==> config.mk <==
export PLATFORM = sky130hd
export DESIGN_NAME = dram_rowbuf_top
export DESIGN_NICKNAME = d
export VERILOG_FILES = /design/src/rtl/dram_rowbuf_pkg.sv /design/src/rtl/dram_rowbuf_array.sv /design/src/rtl/dram_rowbuf_ctrl.sv /design/src/rtl/dram_rowbuf_top.sv
export SDC_FILE = /design/constraint.sdc
export NUM_CORES = 1
export LEC_CHECK = 0
export CORE_MARGIN = 2
export CORE_UTILIZATION = 47
export CTS_CLUSTER_SIZE = 40
export DETAILED_ROUTE_END_ITERATION = 12
export PLACE_DENSITY = 0.65
export SETUP_SLACK_MARGIN = 0.15
export SYNTH_ARGS = -nofsm -noshare
export SYNTH_HDL_FRONTEND = slang
export SYNTH_SLANG_ARGS = --single-unit
==> constraint.sdc <==
create_clock -name clk -period 4.35 [get_ports clk]
set_clock_uncertainty 0.1 [all_clocks]
set_input_delay 0.87 -clock clk [delete_from_list [all_inputs] [get_ports clk]]
set_output_delay 0.87 -clock clk [all_outputs]
set_load 0.03 [all_outputs]
==> src/rtl/dram_rowbuf_pkg.sv <==
package dram_rowbuf_pkg;

  // Strobes from the controller to the array datapath
  typedef struct packed {
    logic ras;    // load row addrBus into the row buffer
    logic casRd;  // read supercell addrBus from the row buffer
    logic casWr;  // write supercell addrBus in the row buffer
    logic wback;  // restore the row buffer into its array row
  } strobe_t;

  typedef enum logic [2:0] {
    ST_IDLE,
    ST_WBACK,
    ST_RAS,
    ST_CAS,
    ST_REF_PRE,
    ST_REF_ACT,
    ST_REF_RW
  } state_t;

endpackage

==> src/rtl/dram_rowbuf_array.sv <==
module dram_rowbuf_array
  import dram_rowbuf_pkg::*;
#(
  parameter int ROWS  = 4,
  parameter int COLS  = 4,
  parameter int WIDTH = 8,
  parameter int AW    = 2
) (
  input  logic             clk,
  input  logic             rst_n,
  input  strobe_t          strb,
  input  logic [AW-1:0]    addrBus,
  input  logic [WIDTH-1:0] wdataBus,
  output logic [WIDTH-1:0] rdata
);

  localparam int ROW_W = COLS * WIDTH;
  localparam int RW    = (ROWS > 1) ? $clog2(ROWS) : 1;
  localparam int CW    = (COLS > 1) ? $clog2(COLS) : 1;

  logic [ROW_W-1:0] cells [ROWS];
  logic [ROW_W-1:0] rowBuf;
  logic [RW-1:0]    rowLatch;
  logic [WIDTH-1:0] bufSlice [COLS];
  logic [RW-1:0]    rowSel;
  logic [CW-1:0]    colSel;

  assign rowSel = addrBus[RW-1:0];
  assign colSel = addrBus[CW-1:0];

  // Column view of the row buffer
  for (genvar c = 0; c < COLS; c++) begin : g_slice
    assign bufSlice[c] = rowBuf[c*WIDTH +: WIDTH];
  end

  // Array rows: each is rewritten only from the row buffer
  for (genvar r = 0; r < ROWS; r++) begin : g_row
    always_ff @(posedge clk) begin
      if (!rst_n) begin
        cells[r] <= '0;
      end else if (strb.wback && rowLatch == RW'(r)) begin
        cells[r] <= rowBuf;
      end
    end
  end

  // Row buffer and its row latch
  always_ff @(posedge clk) begin
    if (!rst_n) begin
      rowBuf   <= '0;
      rowLatch <= '0;
    end else if (strb.ras) begin
      rowBuf   <= cells[rowSel];
      rowLatch <= rowSel;
    end else if (strb.casWr) begin
      rowBuf[colSel*WIDTH +: WIDTH] <= wdataBus;
    end
  end

  // Registered read port
  always_ff @(posedge clk) begin
    if (!rst_n) begin
      rdata <= '0;
    end else if (strb.casRd) begin
      rdata <= bufSlice[colSel];
    end
  end

endmodule

==> src/rtl/dram_rowbuf_ctrl.sv <==
module dram_rowbuf_ctrl
  import dram_rowbuf_pkg::*;
#(
  parameter int ROWS           = 4,
  parameter int WIDTH          = 8,
  parameter int AW             = 2,
  parameter int REFRESH_CYCLES = 512
) (
  input  logic             clk,
  input  logic             rst_n,
  input  logic             reqValid,
  output logic             reqReady,
  input  logic             reqWrite,
  input  logic [AW-1:0]    reqRow,
  input  logic [AW-1:0]    reqCol,
  input  logic [WIDTH-1:0] reqWdata,
  output logic             rspValid,
  output strobe_t          strb,
  output logic [AW-1:0]    addrBus,
  output logic [WIDTH-1:0] wdataBus
);

  localparam int CNT_W = (REFRESH_CYCLES > 1) ? $clog2(REFRESH_CYCLES) : 1;

  state_t           state;
  logic             opWrite;
  logic [AW-1:0]    opRow;
  logic [AW-1:0]    opCol;
  logic [WIDTH-1:0] opData;
  logic             bufOpen;
  logic [AW-1:0]    openRow;
  logic [AW-1:0]    refRow;
  logic             refPending;
  logic [CNT_W-1:0] refCnt;
  logic             refStart;

  assign reqReady = (state == ST_IDLE) && !refPending;
  assign refStart = (state == ST_IDLE) && refPending;
  assign wdataBus = opData;

  // Refresh interval timer
  always_ff @(posedge clk) begin
    if (!rst_n) begin
      refCnt     <= '0;
      refPending <= 1'b0;
    end else begin
      if (refStart) refPending <= 1'b0;
      if (refCnt == CNT_W'(REFRESH_CYCLES - 1)) begin
        refCnt     <= '0;
        refPending <= 1'b1;
      end else begin
        refCnt <= refCnt + 1'b1;
      end
    end
  end

  // Sequencer
  always_ff @(posedge clk) begin
    if (!rst_n) begin
      state    <= ST_IDLE;
      opWrite  <= 1'b0;
      opRow    <= '0;
      opCol    <= '0;
      opData   <= '0;
      bufOpen  <= 1'b0;
      openRow  <= '0;
      refRow   <= '0;
      rspValid <= 1'b0;
    end else begin
      rspValid <= 1'b0;
      unique case (state)
        ST_IDLE: begin
          if (refPending) begin
            state <= ST_REF_PRE;
          end else if (reqValid) begin
            opWrite <= reqWrite;
            opRow   <= reqRow;
            opCol   <= reqCol;
            opData  <= reqWdata;
            if (bufOpen && openRow == reqRow) state <= ST_CAS;
            else if (bufOpen)                 state <= ST_WBACK;
            else                              state <= ST_RAS;
          end
        end
        ST_WBACK: begin
          bufOpen <= 1'b0;
          state   <= ST_RAS;
        end
        ST_RAS: begin
          bufOpen <= 1'b1;
          openRow <= opRow;
          state   <= ST_CAS;
        end
        ST_CAS: begin
          rspValid <= 1'b1;
          state    <= ST_IDLE;
        end
        ST_REF_PRE: begin
          bufOpen <= 1'b0;
          refRow  <= '0;
          state   <= ST_REF_ACT;
        end
        ST_REF_ACT: begin
          state <= ST_REF_RW;
        end
        ST_REF_RW: begin
          if (refRow == AW'(ROWS - 1)) begin
            state <= ST_IDLE;
          end else begin
            refRow <= refRow + 1'b1;
            state  <= ST_REF_ACT;
          end
        end
        default: state <= ST_IDLE;
      endcase
    end
  end

  // Strobe and multiplexed address generation
  always_comb begin
    strb    = '0;
    addrBus = '0;
    unique case (state)
      ST_WBACK:   strb.wback = 1'b1;
      ST_RAS: begin
        strb.ras = 1'b1;
        addrBus  = opRow;
      end
      ST_CAS: begin
        strb.casRd = !opWrite;
        strb.casWr = opWrite;
        addrBus    = opCol;
      end
      ST_REF_PRE: strb.wback = bufOpen;
      ST_REF_ACT: begin
        strb.ras = 1'b1;
        addrBus  = refRow;
      end
      ST_REF_RW:  strb.wback = 1'b1;
      default: ;
    endcase
  end

endmodule

==> src/rtl/dram_rowbuf_top.sv <==
module dram_rowbuf_top
  import dram_rowbuf_pkg::*;
#(
  parameter int ROWS           = 4,
  parameter int COLS           = 4,
  parameter int WIDTH          = 8,
  parameter int REFRESH_CYCLES = 512,
  localparam int RW            = (ROWS > 1) ? $clog2(ROWS) : 1,
  localparam int CW            = (COLS > 1) ? $clog2(COLS) : 1,
  localparam int AW            = (RW > CW) ? RW : CW
) (
  input  logic             clk,
  input  logic             rst_n,
  input  logic             reqValid,
  output logic             reqReady,
  input  logic             reqWrite,
  input  logic [AW-1:0]    reqRow,
  input  logic [AW-1:0]    reqCol,
  input  logic [WIDTH-1:0] reqWdata,
  output logic             rspValid,
  output logic [WIDTH-1:0] rspRdata
);

  strobe_t          strb;
  logic [AW-1:0]    addrBus;
  logic [WIDTH-1:0] wdataBus;

  dram_rowbuf_ctrl #(
    .ROWS(ROWS), .WIDTH(WIDTH), .AW(AW), .REFRESH_CYCLES(REFRESH_CYCLES)
  ) ctrl_i (
    .clk(clk), .rst_n(rst_n),
    .reqValid(reqValid), .reqReady(reqReady), .reqWrite(reqWrite),
    .reqRow(reqRow), .reqCol(reqCol), .reqWdata(reqWdata),
    .rspValid(rspValid),
    .strb(strb), .addrBus(addrBus), .wdataBus(wdataBus)
  );

  dram_rowbuf_array #(
    .ROWS(ROWS), .COLS(COLS), .WIDTH(WIDTH), .AW(AW)
  ) array_i (
    .clk(clk), .rst_n(rst_n),
    .strb(strb), .addrBus(addrBus), .wdataBus(wdataBus),
    .rdata(rspRdata)
  );

endmodule

==> results of run 1 <==
-- state kept, by name, indices dropped and copies added, names as in the netlist, 3 cells and up --
signal           count
array_i.cells      128
array_i.rowBuf      32
array_i.rdata        8
ctrl_i.refCnt        9
ctrl_i.state         3
ctrl_i.wdataBus      8
-- how the worst min path moves through the flow --
stage                     depth (start not counted)               end
after floorplan                                   1  ctrl_i.refCnt[0]
after global placement                            1  ctrl_i.refCnt[0]
after detailed placement                          2  ctrl_i.refCnt[7]
after CTS                                         2  ctrl_i.refCnt[7]
after global routing                              1  ctrl_i.refCnt[0]
final                                             1  ctrl_i.refCnt[0]
-- critical path, delay by kind of cell (launching register included) --
| kind | cells | cell delay [ns] |
|---|---|---|
| buffers and inverters | 1 | 0.12 |
| muxes | 1 | 0.29 |
| adders and majority gates | 1 | 0.24 |
| DFF | 1 | 1.01 |
| and+or+nand+nor | 2 | 0.19 |
| AOI/OAI and AO/OA | 5 | 1.37 |
-- stage by stage --
| step | total power, mW | hold WS, ns | utilization, % | cells |
|---|---|---|---|---|
| 6_report | 4.44 | 0.386 | 53.3 | 1115 |
| 5_1_grt | 4.61 | 0.416 | 53.3 | 1115 |
| 4_1_cts | 4.47 | 0.392 | 53.3 | 1115 |
| 3_5_place_dp | 2.74 | 0.384 | 49.9 | 1075 |
| 3_3_place_gp | 2.72 | 0.330 | 49.9 | 1075 |
| 2_1_floorplan | 2.59 | 0.318 | - | 826 |
-- logic make-up (layout without fill, tap and decap cells) --
group	after synthesis	in the layout	synth area share, %
AOI/OAI and AO/OA	160	160	12.0
xor gates and xnor gates	6	6	0.565
adders and majority gates	8	8	1.08
buffers and inverters	66	90	3.95
DFF	202	202	57.2
muxes	53	53	5.75
and+or+nand+nor	331	331	19.5
-- where the power goes --
group | internal, mW | leakage [nW] | switching (mW) | total [mW]
clock network | 1.02 | 0.329 | 0.718 | 1.74
registers | 2.15 | 1.93 | 0.115 | 2.26
logic | 0.154 | 1.54 | 0.287 | 0.441
total | 3.32 | 3.79 | 1.12 | 4.44
-- final cells by class --
| cell class | count | area [um^2] |
|---|---|---|
| clock inverters | 6 | 25.0 |
| repair buffers | 35 | 320 |
| well taps | 265 | 332 |
| flip-flops and latches | 202 | 5330 |
| multi-input cells | 558 | 3670 |
| clock buffers | 34 | 647 |
| fillers | 1697 | 9080 |
| inverters | 15 | 56.3 |
-- metal layers --
metal	track usage [%]	part of all wire, %
met5	0	0
met3	2.86	4.6
met4	7.15	2.6
met2	38.2	49
met1	30.7	44
-- cells in the final DEF (no fill, tap or decap), types with 13 or more instances in the layout --
master,n
o31a_1,15
mux2i_1,52
nand2_1,111
a22o_1,13
clkbuf_16,23
a21oi_1,40
o21ai_0,23
nor2_1,26
edfxtp_1,128
clkdlybuf4s50_1,24
o221ai_1,25
dfxtp_1,74
nor3_1,24
and2_1,108
a21boi_0,19
==> flow_summary_export.csv, run 1 <==
group,metric,value,unit
cells_and_area,nets,858,
timing,period_needed,3.43,ns
synth,synth_top_area_share,41.3,%
clock_tree,cts_tree,"built",
clock_tree,postCtsHoldBufs,0,
route,wire_per_inst,20.5,um
synth,synth_top_cells_by_count,"edfxtp_1 (128), nand2_1 (111), and2_1 (108)",
floorplan,start_util,47.8,%
floorplan,die_area,0.0210,mm^2
cells_and_area,drive_gt1_share,7.65,%
clock_tree,clk_pin_slew_worst_paths,0.06,ns
placement,dp_slack,1.02,ns
clock_tree,clk_latency,0.49,ns
grt,grtUsageTotal,22.7,%
critical_path,crit_slowest_cell,"dfxtp_1",
synth,yosysSeqAreaShare,57.2,%
critical_path,critPathCaptureType,"flip-flop",
critical_path,r2r_end,"array_i.rowBuf[30]",
grt,grt_pass1_wl,35.8,mm
critical_path,regToRegStartpoint,"ctrl_i.state[0]",
synth,ys_ff_latch,202,
route,drt_first_pass_iters,4,
timing,max_freq,292,MHz
clock_tree,cts_root_buf,"clkbuf_16",
timing,finalMaxSlewViolations,0,
placement,place_area,0.00971,mm^2
critical_path,worstPathMaxFanout,27,
route,drt-total-wl,22.8,mm
critical_path,crit_chain,"mux2i_1 > nor2_1 > a21oi_2 > inv_2 > ha_1 > a21boi_0 > o21a_1 > nor4b_1 > a21o_1 > o31a_1",
grt,antenna_found_initial,0,
timing,rsz0062_at_grt,"false",
clock_tree,cts_num_sinks,202,
synth,ys_async_sr_fraction,0,%
critical_path,endpoint,"array_i.rowBuf[30]",
synth,yosysWarnings,0,
synth,synth.most_common_cell,"edfxtp_1",
worst_hold_path,hold_class,"reg2reg",
timing,slew_headroom,30.2,%
power,p_per_area,428,mW/mm^2
grt,overflow,0,
synth,synth_edf_count,128,
clock_tree,cts_resized,0,
clock_tree,max-clock-path-buffers,3,
critical_path,cp_data_required_time,4.63,ns
timing,setup-tns-final,0,ns
clock_tree,cts_made_buffers,22,
critical_path,r2r_slack,0.92,ns
timing,setup_viol,0,
clock_tree,cts_setup_buffers,0,
synth,synth.largest_area_cell,"edfxtp_1",
floorplan,die_h,145,um
critical_path,cp_slowest_stage_delay,1.01,ns
timing,fin_ws,0.922,ns
synth,synthFlopType,"edfxtp_1",
timing,hold_violations,0,
critical_path,worst-setup-path-type,"reg2reg",
placement,gp_congestion,0.894,
floorplan,fp-row-count,51,
power,leakagePower,3.79,nW
placement,dp_hpwl,14.0,mm
synth,syn_nets,850,
cells_and_area,fin_area,0.0104,mm^2
job,maxCapViolCount,0,
cells_and_area,diodes,0,
synth,netlist_instances,826,
route,ant_nets,0,
cells_and_area,area.growth.synth_to_final,11.5,%
synth,avgSynthCellArea,11.3,um^2
route,vias,6324,
synth,ys_top_cells_by_area,"edfxtp_1 (41%), dfxtp_1 (16%), and2_1 (7.3%)",
run_status,status,"finished clean",
timing,worst_slew_pin_slew,1.05,ns
synth,netlist_area,0.00931,mm^2
critical_path,r2r_cells,10,
critical_path,startpoint_type,"flip-flop",
clock_tree,htreeDepth,1,
critical_path,crit_arrival,3.71,ns
floorplan,core_area,0.0195,mm^2
critical_path,setup.worst_path.start,"ctrl_i.state[0]",
timing,finalCritPeriodShare,78.8,%
floorplan,die_x,145,um
worst_hold_path,min_from,"ctrl_i.refCnt[0]",
route,post-route-drc-count,0,
synth,synth_cell_types,60,
route,drt_iter0_markers,528,
power,ir_drop,0.273,mV
placement,portBuffers,25,
route,drt-vias-per-instance,5.67,
floorplan,io_pins,26,
grt,grt_start_max_net_pins,66,
grt,grt_pass1_vias,6307,
Note: power is estimated with default switching activity, not from simulation.
==> run 2, diff against run 1 <==
PLACE_DENSITY = 0.68   (was 0.65)
clock period = 3.1 ns   (was 4.35 ns; I/O delays follow)
==> flow_summary_export.csv, run 2 (synthesized netlist as in run 1, its figures left out) <==
group,metric,value,unit
run_status,status,"finished clean",
timing,finalMaxSlewViolations,0,
clock_tree,cts_num_sinks,202,
timing,timing.hold.ws,0.363,ns
critical_path,r2r_cells,10,
power,leakagePower,3.90,nW
route,post-route-drc-count,0,
route,drt-vias-per-instance,5.55,
placement,dp_hpwl,13.3,mm
placement,dp_slack,0.298,ns
critical_path,cp_data_required_time,3.39,ns
timing,max_freq,370,MHz
timing,finalCritPeriodShare,87.3,%
timing,setup-tns-final,0,ns
clock_tree,max-clock-path-buffers,3,
critical_path,r2r_slack,0.39,ns
cells_and_area,diodes,0,
cells_and_area,area.growth.synth_to_final,13.1,%
placement,place_area,0.00984,mm^2
power,pwr-share-seq,50.3,%
worst_hold_path,hold_class,"reg2reg",
placement,gp_congestion,0.835,
route,ant_nets,0,
cells_and_area,nets,873,
clock_tree,cts_made_buffers,21,
power,combinationalPowerShare,10.8,%
timing,worst_slew_pin_slew,0.787,ns
placement,portBuffers,25,
power,power.share.clock,38.9,%
timing,fin_ws,0.395,ns
clock_tree,clk_pin_slew_worst_paths,0.06,ns
power,p_sw,1.57,mW
power,p_total,6.24,mW
cells_and_area,drive_gt1_share,10.1,%
power,ir_drop,0.438,mV
worst_hold_path,min_delay_worst_endpoint,"ctrl_i.refCnt[0]",
floorplan,io_pins,26,
grt,overflow,0,
grt,grtUsageTotal,21.8,%
route,vias,6262,
power,p_per_area,593,mW/mm^2
cells_and_area,multi_input_area,0.00368,mm^2
timing,rsz0062_at_grt,"false",
cells_and_area,fin_cells,1128,
critical_path,startpoint_type,"flip-flop",
clock_tree,cts_tree,"built",
route,wire_per_inst,19.3,um
timing,setup_viol,0,
timing,hold_violations,0,
timing,period_needed,2.71,ns
route,drt_first_pass_iters,5,
grt,antenna_found_initial,0,
critical_path,worst-setup-path-type,"reg2reg",
grt,grt_pass1_vias,6190,
worst_hold_path,worstHoldPathCells,1,
cells_and_area,layout_common_cells,"edfxtp_1 (128), nand2_1 (111), and2_1 (108)",
cells_and_area,layout_commonest_cell,"edfxtp_1",
placement,placed_cells,1090,
cells_and_area,biggestRegsByFlops,"array_i.cells x128, array_i.rowBuf x32, ctrl_i.refCnt x9",
worst_hold_path,min_from,"ctrl_i.refCnt[0]",
floorplan,start_util,47.8,%
clock_tree,cts_root_buf,"clkbuf_16",
critical_path,regToRegStartpoint,"ctrl_i.state[0]",
critical_path,critPathCaptureType,"flip-flop",
cells_and_area,utilization,54.1,%
floorplan,die_h,145,um
floorplan,fp-row-count,51,
floorplan,core_area,0.0195,mm^2
critical_path,crit_arrival,3.00,ns
clock_tree,htreeDepth,1,
route,drt_iter0_markers,436,
floorplan,die_area,0.0210,mm^2
timing,slew_headroom,47.5,%
power,intPower,4.67,mW
grt,grt_pass1_wl,34.7,mm
floorplan,die_x,145,um
grt,grt_start_max_net_pins,57,
clock_tree,clk_latency,0.49,ns
cells_and_area,num-fill-cells,1659,
job,maxCapViolCount,0,
cells_and_area,fin_area,0.0105,mm^2
route,drt-total-wl,21.8,mm
critical_path,worstPathMaxFanout,8,
power,swShare,25.2,%
cells_and_area,largest_register_ffs,128,
cells_and_area,seq_area,0.00533,mm^2
critical_path,r2r_end,"array_i.rowBuf[14]",
cells_and_area,top_register,"array_i.cells",
run 2: changes by cell type in the layout (fill, tap and decap cells not counted), sizes merged:
cell,change
clkbuf,-8
bufinv,+1
clkdlybuf4s50,-1
dlymetal6s2s,+1
clkinv,+4
buf,+16
run 2: worst max-delay path, cell delays in order (launching register included):
cell and delay, ns:
dfxtp_1 0.53, mux2i_1 0.23, nor2_1 0.07, a21oi_2 0.29
inv_2 0.11, ha_1 0.35, nand3_1 0.12, nor2_1 0.42
a32o_1 0.25, nand2_1 0.07, o221ai_1 0.08
run 2: how the worst max path moves through the flow:
stage	endpoint	start	slack, ns
finish	array_i.rowBuf[14]	ctrl_i.state[0]	0.39
global route	array_i.rowBuf[2]	ctrl_i.state[0]	0.17
CTS	reqReady	ctrl_i.state[0]	0.23
detailed placement	array_i.rowBuf[30]	ctrl_i.state[0]	0.30
global placement	array_i.rowBuf[30]	ctrl_i.state[0]	0.34
floorplan	array_i.cells[0][0]	ctrl_i.state[0]	-0.76
run 2: cell type report:
class                           instances  share of cell area, %
Clock buffer                           26                   5.56
Clock inverter                         11                  0.725
Tap cell                              265                   3.15
Multi-Input combinational cell        558                   35.0
Timing Repair Buffer                   51                   4.44
Inverter                               15                  0.535
Sequential cell                       202                   50.6
run 2: layer usage:
layer | global-route usage, % | wire [um]
met1 | 28.5 | 9370
met5 | 0 | 0
met4 | 8.07 | 709
met3 | 2.96 | 1200
met2 | 36.9 | 10500
run 2: power groups by stage:
stage | registers, mW | clock network, mW | logic (mW)
floorplan | 3.14 | 0 | 0.485
finish | 3.14 | 2.43 | 0.672
global route | 3.16 | 2.57 | 0.738
CTS | 3.14 | 2.46 | 0.671
detailed placement | 3.20 | 0 | 0.667
global placement | 3.19 | 0 | 0.660
run 2: timing repair:
action                                  4_1_cts  5_1_grt
endpoints found under the setup margin        0       18
buffers inserted                              0        1
hold endpoints to repair                      0        0
hold buffers                                  0        0
resized for setup                             0        4
